===== src/rtl/clkstop_pkg.sv =====
package clkstop_pkg;
  localparam int ADDR_W = 2;
  localparam logic [ADDR_W-1:0] A_CTRL = 2'd0;
  localparam logic [ADDR_W-1:0] A_STOP = 2'd1;
  localparam logic [ADDR_W-1:0] A_STAT = 2'd2;
  // control register bits
  localparam int B_WAKE_EN = 0;
  localparam int B_AUTO    = 1;
  localparam int B_IRQ_EN  = 2;
  // status register bits
  localparam int B_ACK     = 0;
  localparam int B_OVR     = 1;
  localparam int B_FLAG    = 2;
endpackage


===== src/rtl/cs_sync.sv =====
module cs_sync #(
  parameter int STAGES = 2,
  parameter logic RST_VAL = 1'b0
) (
  input  logic clk,
  input  logic rst,
  input  logic d,
  output logic q
);
  logic [STAGES-1:0] st;
  always_ff @(posedge clk) begin
    if (rst) st[0] <= RST_VAL;
    else     st[0] <= d;
  end
  for (genvar i = 1; i < STAGES; i++) begin : g_stage
    always_ff @(posedge clk) begin
      if (rst) st[i] <= RST_VAL;
      else     st[i] <= st[i-1];
    end
  end
  assign q = st[STAGES-1];
endmodule


===== src/rtl/cs_wake_detect.sv =====
module cs_wake_detect (
  input  logic clk,
  input  logic rst,
  input  logic rx_s,
  input  logic ack_s,
  input  logic wake_en,
  input  logic stop_q,
  output logic wake_pulse
);
  logic rx_prev;
  logic fall;
  assign fall = rx_prev & ~rx_s & ack_s & wake_en & stop_q;
  always_ff @(posedge clk) begin
    if (rst) begin
      rx_prev    <= 1'b1;
      wake_pulse <= 1'b0;
    end else begin
      rx_prev    <= rx_s;
      wake_pulse <= fall;
    end
  end
endmodule


===== src/rtl/cs_regs.sv =====
module cs_regs
  import clkstop_pkg::*;
#(
  parameter int DATA_W = 8
) (
  input  logic              clk,
  input  logic              rst,
  input  logic              wr_en,
  input  logic [ADDR_W-1:0] wr_addr,
  input  logic [DATA_W-1:0] wr_data,
  input  logic [ADDR_W-1:0] rd_addr,
  output logic [DATA_W-1:0] rd_data,
  input  logic              wake_pulse,
  input  logic              ack_q,
  output logic              stop_q,
  output logic              wake_en,
  output logic              auto_wake,
  output logic              irq_en,
  output logic              hw_ovr,
  output logic              wake_flag
);
  logic wr_ctrl, wr_stop, wr_stat;
  assign wr_ctrl = wr_en && (wr_addr == A_CTRL);
  assign wr_stop = wr_en && (wr_addr == A_STOP);
  assign wr_stat = wr_en && (wr_addr == A_STAT);

  always_ff @(posedge clk) begin
    if (rst) begin
      stop_q    <= 1'b0;
      wake_en   <= 1'b0;
      auto_wake <= 1'b0;
      irq_en    <= 1'b0;
      hw_ovr    <= 1'b0;
      wake_flag <= 1'b0;
    end else begin
      if (wr_ctrl) begin
        wake_en   <= wr_data[B_WAKE_EN];
        auto_wake <= wr_data[B_AUTO];
        irq_en    <= wr_data[B_IRQ_EN];
      end
      if (wake_pulse) begin
        // hardware override wins over any software write this cycle
        stop_q    <= 1'b0;
        hw_ovr    <= 1'b1;
        wake_flag <= 1'b1;
      end else begin
        if (wr_stop) begin
          stop_q <= wr_data[0];
          if (wr_data[0]) hw_ovr <= 1'b0;
        end
        if (wr_stat && wr_data[B_FLAG]) wake_flag <= 1'b0;
      end
    end
  end

  always_comb begin
    rd_data = '0;
    case (rd_addr)
      A_CTRL: begin
        rd_data[B_WAKE_EN] = wake_en;
        rd_data[B_AUTO]    = auto_wake;
        rd_data[B_IRQ_EN]  = irq_en;
      end
      A_STOP: rd_data[0] = stop_q;
      A_STAT: begin
        rd_data[B_ACK]  = ack_q;
        rd_data[B_OVR]  = hw_ovr;
        rd_data[B_FLAG] = wake_flag;
      end
      default: rd_data = '0;
    endcase
  end

  assert_wake_clears_stop_R4: assert property (@(posedge clk) disable iff (rst)
    wake_pulse |=> (!stop_q && hw_ovr && wake_flag));
  assert_ovr_only_from_wake_R8: assert property (@(posedge clk) disable iff (rst)
    $rose(hw_ovr) |-> $past(wake_pulse));
  assert_stop_set_clears_ovr_R5: assert property (@(posedge clk) disable iff (rst)
    (wr_stop && wr_data[0] && !wake_pulse) |=> (stop_q && !hw_ovr));
endmodule


===== src/rtl/cs_init_clear.sv =====
module cs_init_clear #(
  parameter int CFG_W    = 8,
  parameter int INIT_BIT = 0
) (
  input  logic             clk,
  input  logic             rst,
  input  logic             arm,
  input  logic             ack_q,
  input  logic [CFG_W-1:0] cfg_rdata,
  output logic             cfg_we,
  output logic [CFG_W-1:0] cfg_wdata
);
  localparam logic [CFG_W-1:0] INIT_MASK = CFG_W'(1) << INIT_BIT;
  logic ack_prev, pending, fire;
  assign fire = pending && ack_prev && !ack_q;

  always_ff @(posedge clk) begin
    if (rst) begin
      ack_prev  <= 1'b0;
      pending   <= 1'b0;
      cfg_we    <= 1'b0;
      cfg_wdata <= '0;
    end else begin
      ack_prev <= ack_q;
      cfg_we   <= fire;
      if (fire) begin
        cfg_wdata <= cfg_rdata & ~INIT_MASK;
        pending   <= 1'b0;
      end
      if (arm) pending <= 1'b1;
    end
  end

  assert_we_single_R7: assert property (@(posedge clk) disable iff (rst)
    cfg_we |=> !cfg_we);
endmodule


===== src/rtl/clkstop_wake_ctrl.sv =====
module clkstop_wake_ctrl
  import clkstop_pkg::*;
#(
  parameter int DATA_W      = 8,
  parameter int CFG_W       = 8,
  parameter int INIT_BIT    = 0,
  parameter int SYNC_STAGES = 2
) (
  input  logic              clk,
  input  logic              rst,
  input  logic              wr_en,
  input  logic [1:0]        wr_addr,
  input  logic [DATA_W-1:0] wr_data,
  input  logic [1:0]        rd_addr,
  output logic [DATA_W-1:0] rd_data,
  input  logic              stop_ack,
  input  logic              rx_in,
  input  logic [CFG_W-1:0]  cfg_rdata,
  output logic              stop_req,
  output logic              hclk_en,
  output logic              cclk_en,
  output logic              wake_irq,
  output logic              cfg_we,
  output logic [CFG_W-1:0]  cfg_wdata
);
  logic ack_s, rx_s, ack_q, wake_pulse;
  logic stop_q, wake_en, auto_wake, irq_en, hw_ovr, wake_flag;

  cs_sync #(.STAGES(SYNC_STAGES), .RST_VAL(1'b0)) u_ack_sync (
    .clk(clk), .rst(rst), .d(stop_ack), .q(ack_s));
  cs_sync #(.STAGES(SYNC_STAGES), .RST_VAL(1'b1)) u_rx_sync (
    .clk(clk), .rst(rst), .d(rx_in), .q(rx_s));

  always_ff @(posedge clk) begin
    if (rst) begin
      ack_q   <= 1'b0;
      hclk_en <= 1'b1;
      cclk_en <= 1'b1;
    end else begin
      ack_q   <= ack_s;
      hclk_en <= ~ack_s;
      cclk_en <= ~ack_s;
    end
  end

  cs_wake_detect u_wake (
    .clk(clk), .rst(rst), .rx_s(rx_s), .ack_s(ack_s),
    .wake_en(wake_en), .stop_q(stop_q), .wake_pulse(wake_pulse));

  cs_regs #(.DATA_W(DATA_W)) u_regs (
    .clk(clk), .rst(rst), .wr_en(wr_en), .wr_addr(wr_addr), .wr_data(wr_data),
    .rd_addr(rd_addr), .rd_data(rd_data), .wake_pulse(wake_pulse), .ack_q(ack_q),
    .stop_q(stop_q), .wake_en(wake_en), .auto_wake(auto_wake), .irq_en(irq_en),
    .hw_ovr(hw_ovr), .wake_flag(wake_flag));

  cs_init_clear #(.CFG_W(CFG_W), .INIT_BIT(INIT_BIT)) u_init (
    .clk(clk), .rst(rst), .arm(wake_pulse && auto_wake && wake_en),
    .ack_q(ack_q), .cfg_rdata(cfg_rdata), .cfg_we(cfg_we), .cfg_wdata(cfg_wdata));

  assign stop_req = stop_q;
  assign wake_irq = wake_flag & irq_en;

  assert_cfg_we_clocks_on_R7: assert property (@(posedge clk) disable iff (rst)
    cfg_we |-> (hclk_en && cclk_en));
endmodule


===== config.mk =====
export PLATFORM = sky130hd
export DESIGN_NAME = clkstop_wake_ctrl
export DESIGN_NICKNAME = d
export VERILOG_FILES = /design/src/rtl/clkstop_pkg.sv /design/src/rtl/cs_sync.sv /design/src/rtl/cs_wake_detect.sv /design/src/rtl/cs_regs.sv /design/src/rtl/cs_init_clear.sv /design/src/rtl/clkstop_wake_ctrl.sv
export SDC_FILE = /design/constraint.sdc
export NUM_CORES = 1
export LEC_CHECK = 0
export ABC_AREA = 1
export BUFFER_PORTS_ARGS = -buffer_cell sky130_fd_sc_hd__buf_2
export CORE_MARGIN = 3
export CORE_UTILIZATION = 43
export DETAILED_ROUTE_END_ITERATION = 12
export PLACE_DENSITY_LB_ADDON = 0.08
export SYNTH_ARGS = -nofsm -noshare
export SYNTH_HDL_FRONTEND = slang
export SYNTH_SLANG_ARGS = --single-unit

===== constraint.sdc =====
create_clock -name clk -period 1.25 [get_ports clk]
set_clock_uncertainty 0.15 [all_clocks]
set_input_delay 0.125 -clock clk [delete_from_list [all_inputs] [get_ports clk]]
set_output_delay 0.125 -clock clk [all_outputs]
set_load 0.01 [all_outputs]

==> impl_results.md <==
- Number of warnings issued by yosys: 0
- Period utilization: 0.9653
- Net total in the final layout: about 200
- Total CTS buffers: 3
- CTS H-tree depth: 1
- Area overhead of the layout relative to synthesis: 46.59%
- Sum of overflow across all layers after global routing: 0
- Async S/R FF share, synth: 0
- Die width: 52.15 um
- Category of the worst setup path launch point: flop
- Largest net degree at the start of global routing: 14
- Gate Count Post-Synth: around 120
- Area fraction of the dominant cell type after synthesis: 0.5246
- Library cell with the largest summed area after synthesis: sky130_fd_sc_hd__dfxtp_1
- Final number of max-transition violations: 0
- Critical Path End: rd_data[0]
- Critical-path cell list: nand3_1, nand3_2, buf_6
- Dominant synthesized flop cell: sky130_fd_sc_hd__dfxtp_1
- Site Rows: 16
- Library cell contributing the largest single delay on the critical path: sky130_fd_sc_hd__dfxtp_2
- Routed via count divided by cell count: about 4.3
- Max-cap viol count: 0
- Power per standard cell area: between 900 and 1000 nW/um^2
- Cell Count, Final, Fillers Out: 196
- Status: finished clean
- CTS tree: yes
- Placer's final routability congestion estimate: ~0.73
- Clock input transition at the sequential cells of the worst setup and hold paths: roughly 0.11 ns
- Total setup violations reported at the end of the flow: 0
- Per-instance average area after synthesis: ~8 um^2
- CP max FO: 2
- Count of flip-flops with a built-in enable after synthesis: 0
- Port bufs: 33
- Post-detailed-routing wire length: just over 2 mm
- Share of layout cells above drive strength 1: 0.3669
- Total Neg Setup Slack: 0 ns
- Worst reg2reg path depth: 6
- Synthesis-stage register bit count: 24
- RSZ-0062 raised after global routing: true
- Initial DRC Count: 7
- Number of global-route vias before repair: just under 800
- Root Driver: sky130_fd_sc_hd__clkbuf_4
- Internal Pwr Total: about 1.0 mW
- Average detailed-routed wire length per instance: about 10 um
- Multi-input combinational cell area: 364.1 um^2
- Register area: 491.7 um^2
- Kind of end point of the critical path: primary output
- Global-route wire length before repair: between 3 and 4 mm
- Type of the worst setup path: flop to primary output
- Area of the placeable core: ~2000 um^2
- Worst r2r src: ack_q$_SDFF_PP0_
- Final critical delay including setup and external delays: roughly 1.2 ns
- Combinational share of power: 0.113
- Antenna cells: 0
- Half-perimeter wire length after placement: 1.337 mm
- Final core utilization: 0.6774
- Register share of total power: 0.594
- Netlist cell types: 17
- Floorplan die area: about 2700 um^2
- Buffers from clock root to sink, at most: 2
- Height of the die: 52.15 um
- Total number of vias: roughly 850
- Clock Sinks: 24
- Register-to-register setup slack: 0.10 ns
- Startpoint of the lowest-slack hold path: rst
- Synth top cells by count: sky130_fd_sc_hd__nor2_1, sky130_fd_sc_hd__dfxtp_1, sky130_fd_sc_hd__nand2_1, sky130_fd_sc_hd__o21ai_0, sky130_fd_sc_hd__inv_1
- Number of hold violations in the final report: 0
- Top post-synthesis cells by area: sky130_fd_sc_hd__dfxtp_1, sky130_fd_sc_hd__nor2_1, sky130_fd_sc_hd__o21ai_0
- Clock network latency to the later pin of the worst-skew pair: approximately 0.3 ns
- Library cell with the highest instance count after synthesis: sky130_fd_sc_hd__nor2_1
- Top-level port count: 46
- Power spent charging and discharging nets: 288.0 uW
- Start point of the critical path: ack_q$_SDFF_PP0_
- Leakage power of the design: 0.6548 nW
- Filler Cells Inserted: approximately 190
- Switching power share of the total: 0.2168
- Number of antenna violations at the first check in global routing: 0
- Arrival @ worst endpoint: just over 0.9 ns
- Worst slack on hold paths: 0.08404 ns
- Effective utilization at floorplan: 0.4621
- Hold Path Class: primary input to flop
- Reg2reg end: u_init.cfg_wdata[3]$_SDFFE_PP0P_
- Overall power after layout: about 1.3 mW
- Clock network power share: 0.293
- First-pass iteration count of the detailed router: 4
- Required time worst endpoint: just under 1 ns
- Sequential area share after synthesis: 0.5246
- DR DRC count: 0
- Maximum clock frequency: 828.8 MHz
- Largest stage delay on the critical path: 0.34 ns
- Post-detailed-route count of antenna-violating nets: 0
- Post-Synthesis Cell Area: around 920 um^2
- Total Routing Usage GR: 0.1587
- Placed Cells: around 170
- Worst VDD drop: around 0.84 mV
per-stage QoR:
stage | setup slack (ns) | cell area, um^2
finish | 0.04337 | 1343
floorplan | 0.3360 | 934.6
detailed placement | 0.2196 | 1065
global placement | 0.2187 | 1065
global route | -0.01783 | 1343
CTS | 0.004059 | 1274
cells in the final DEF, fill, tap and decap left out, types with 2 or more instances in the layout:
| cell | instances |
|---|---|
| sky130_fd_sc_hd__conb_1 | 6 |
| sky130_fd_sc_hd__nand2_2 | 2 |
| sky130_fd_sc_hd__nand3_2 | 3 |
| sky130_fd_sc_hd__dfxtp_1 | 17 |
| sky130_fd_sc_hd__buf_4 | 4 |
| sky130_fd_sc_hd__dlygate4sd3_1 | 17 |
| sky130_fd_sc_hd__buf_2 | 32 |
| sky130_fd_sc_hd__nor2_1 | 26 |
| sky130_fd_sc_hd__nand3_1 | 4 |
| sky130_fd_sc_hd__o21ai_0 | 10 |
| sky130_fd_sc_hd__nand4_1 | 2 |
| sky130_fd_sc_hd__or2_2 | 2 |
| sky130_fd_sc_hd__dfxtp_2 | 6 |
| sky130_fd_sc_hd__inv_1 | 9 |
| sky130_fd_sc_hd__inv_2 | 3 |
| sky130_fd_sc_hd__a21oi_1 | 4 |
| sky130_fd_sc_hd__nand2_1 | 12 |
| sky130_fd_sc_hd__clkbuf_4 | 3 |
power by group through the flow:
stage,Sequential [mW],Clock [mW],Combinational (mW)
2_1_floorplan,0.804,0,0.0687
4_1_cts,0.790,0.408,0.134
3_5_place_dp,0.807,0,0.0934
6_report,0.789,0.389,0.151
5_1_grt,0.791,0.430,0.169
3_3_place_gp,0.807,0,0.0916
layout make-up:
class,instances,area share
Tap cell,27,0.02516
Sequential cell,24,0.3663
Timing Repair Buffer,54,0.2768
Inverter,12,0.03355
Multi-Input combinational cell,75,0.2712
Clock buffer,4,0.02703
worst max-delay path: cells and delay by family, from the launching register on:
family	cells	cell delay, ns
buffers and inverters	1	0.12
flip-flops	1	0.34
AND/OR/NAND/NOR	2	0.17
how the worst min path moves through the flow:
| stage | depth (start not counted) | to |
|---|---|---|
| 2_1_floorplan | 1 | u_rx_sync.st[0]$_SDFF_PP1_ |
| 3_3_place_gp | 2 | u_rx_sync.st[0]$_SDFF_PP1_ |
| 3_5_place_dp | 2 | u_rx_sync.st[0]$_SDFF_PP1_ |
| 4_1_cts | 3 | cclk_en$_SDFF_PP1_ |
| 5_1_grt | 4 | u_regs.stop_q$_SDFFE_PP0P_ |
| 6_report | 3 | cclk_en$_SDFF_PP1_ |
routing by layer:
metal | GRT usage | vias up | part of all wire
met3 | 0.03438 | 4 | 0.049
met1 | 0.1771 | 365 | 0.42
met2 | 0.2887 | 28 | 0.52
li1 | - | 454 | -
met4 | 0.06383 | 0 | 0.010
met5 | 0 | - | 0
cell families after synthesis:
kind of cell / Yosys count / share of synthesized area
AOI/OAI and AO/OA: 15 / 0.08197
buffers and inverters: 21 / 0.1243
DFF: 24 / 0.5246
other: 1 / 0.004094
and+or+nand+nor: 54 / 0.2650
state kept, by name, summed over array words and instances, names as in the netlist:
signal	cells
cclk_en	1
u_init.ack_prev	1
u_regs.stop_q	1
u_wake.wake_pulse	1
u_init.cfg_we	1
u_init.cfg_wdata	7
u_regs.wake_flag	1
u_rx_sync.st	1
ack_q	1
u_init.pending	1
u_ack_sync.q	1
u_regs.irq_en	1
u_regs.hw_ovr	1
u_rx_sync.q	1
u_regs.auto_wake	1
u_regs.wake_en	1
u_wake.rx_prev	1
u_ack_sync.st	1
timing repair:
action,4_1_cts,5_1_grt
gates resized for setup,2,15
buffers inserted,0,4
hold buffers,17,0
endpoints found under the setup margin,1,4
endpoints found under the hold margin,19,0
No activity file was read; power rests on OpenSTA's default activity.
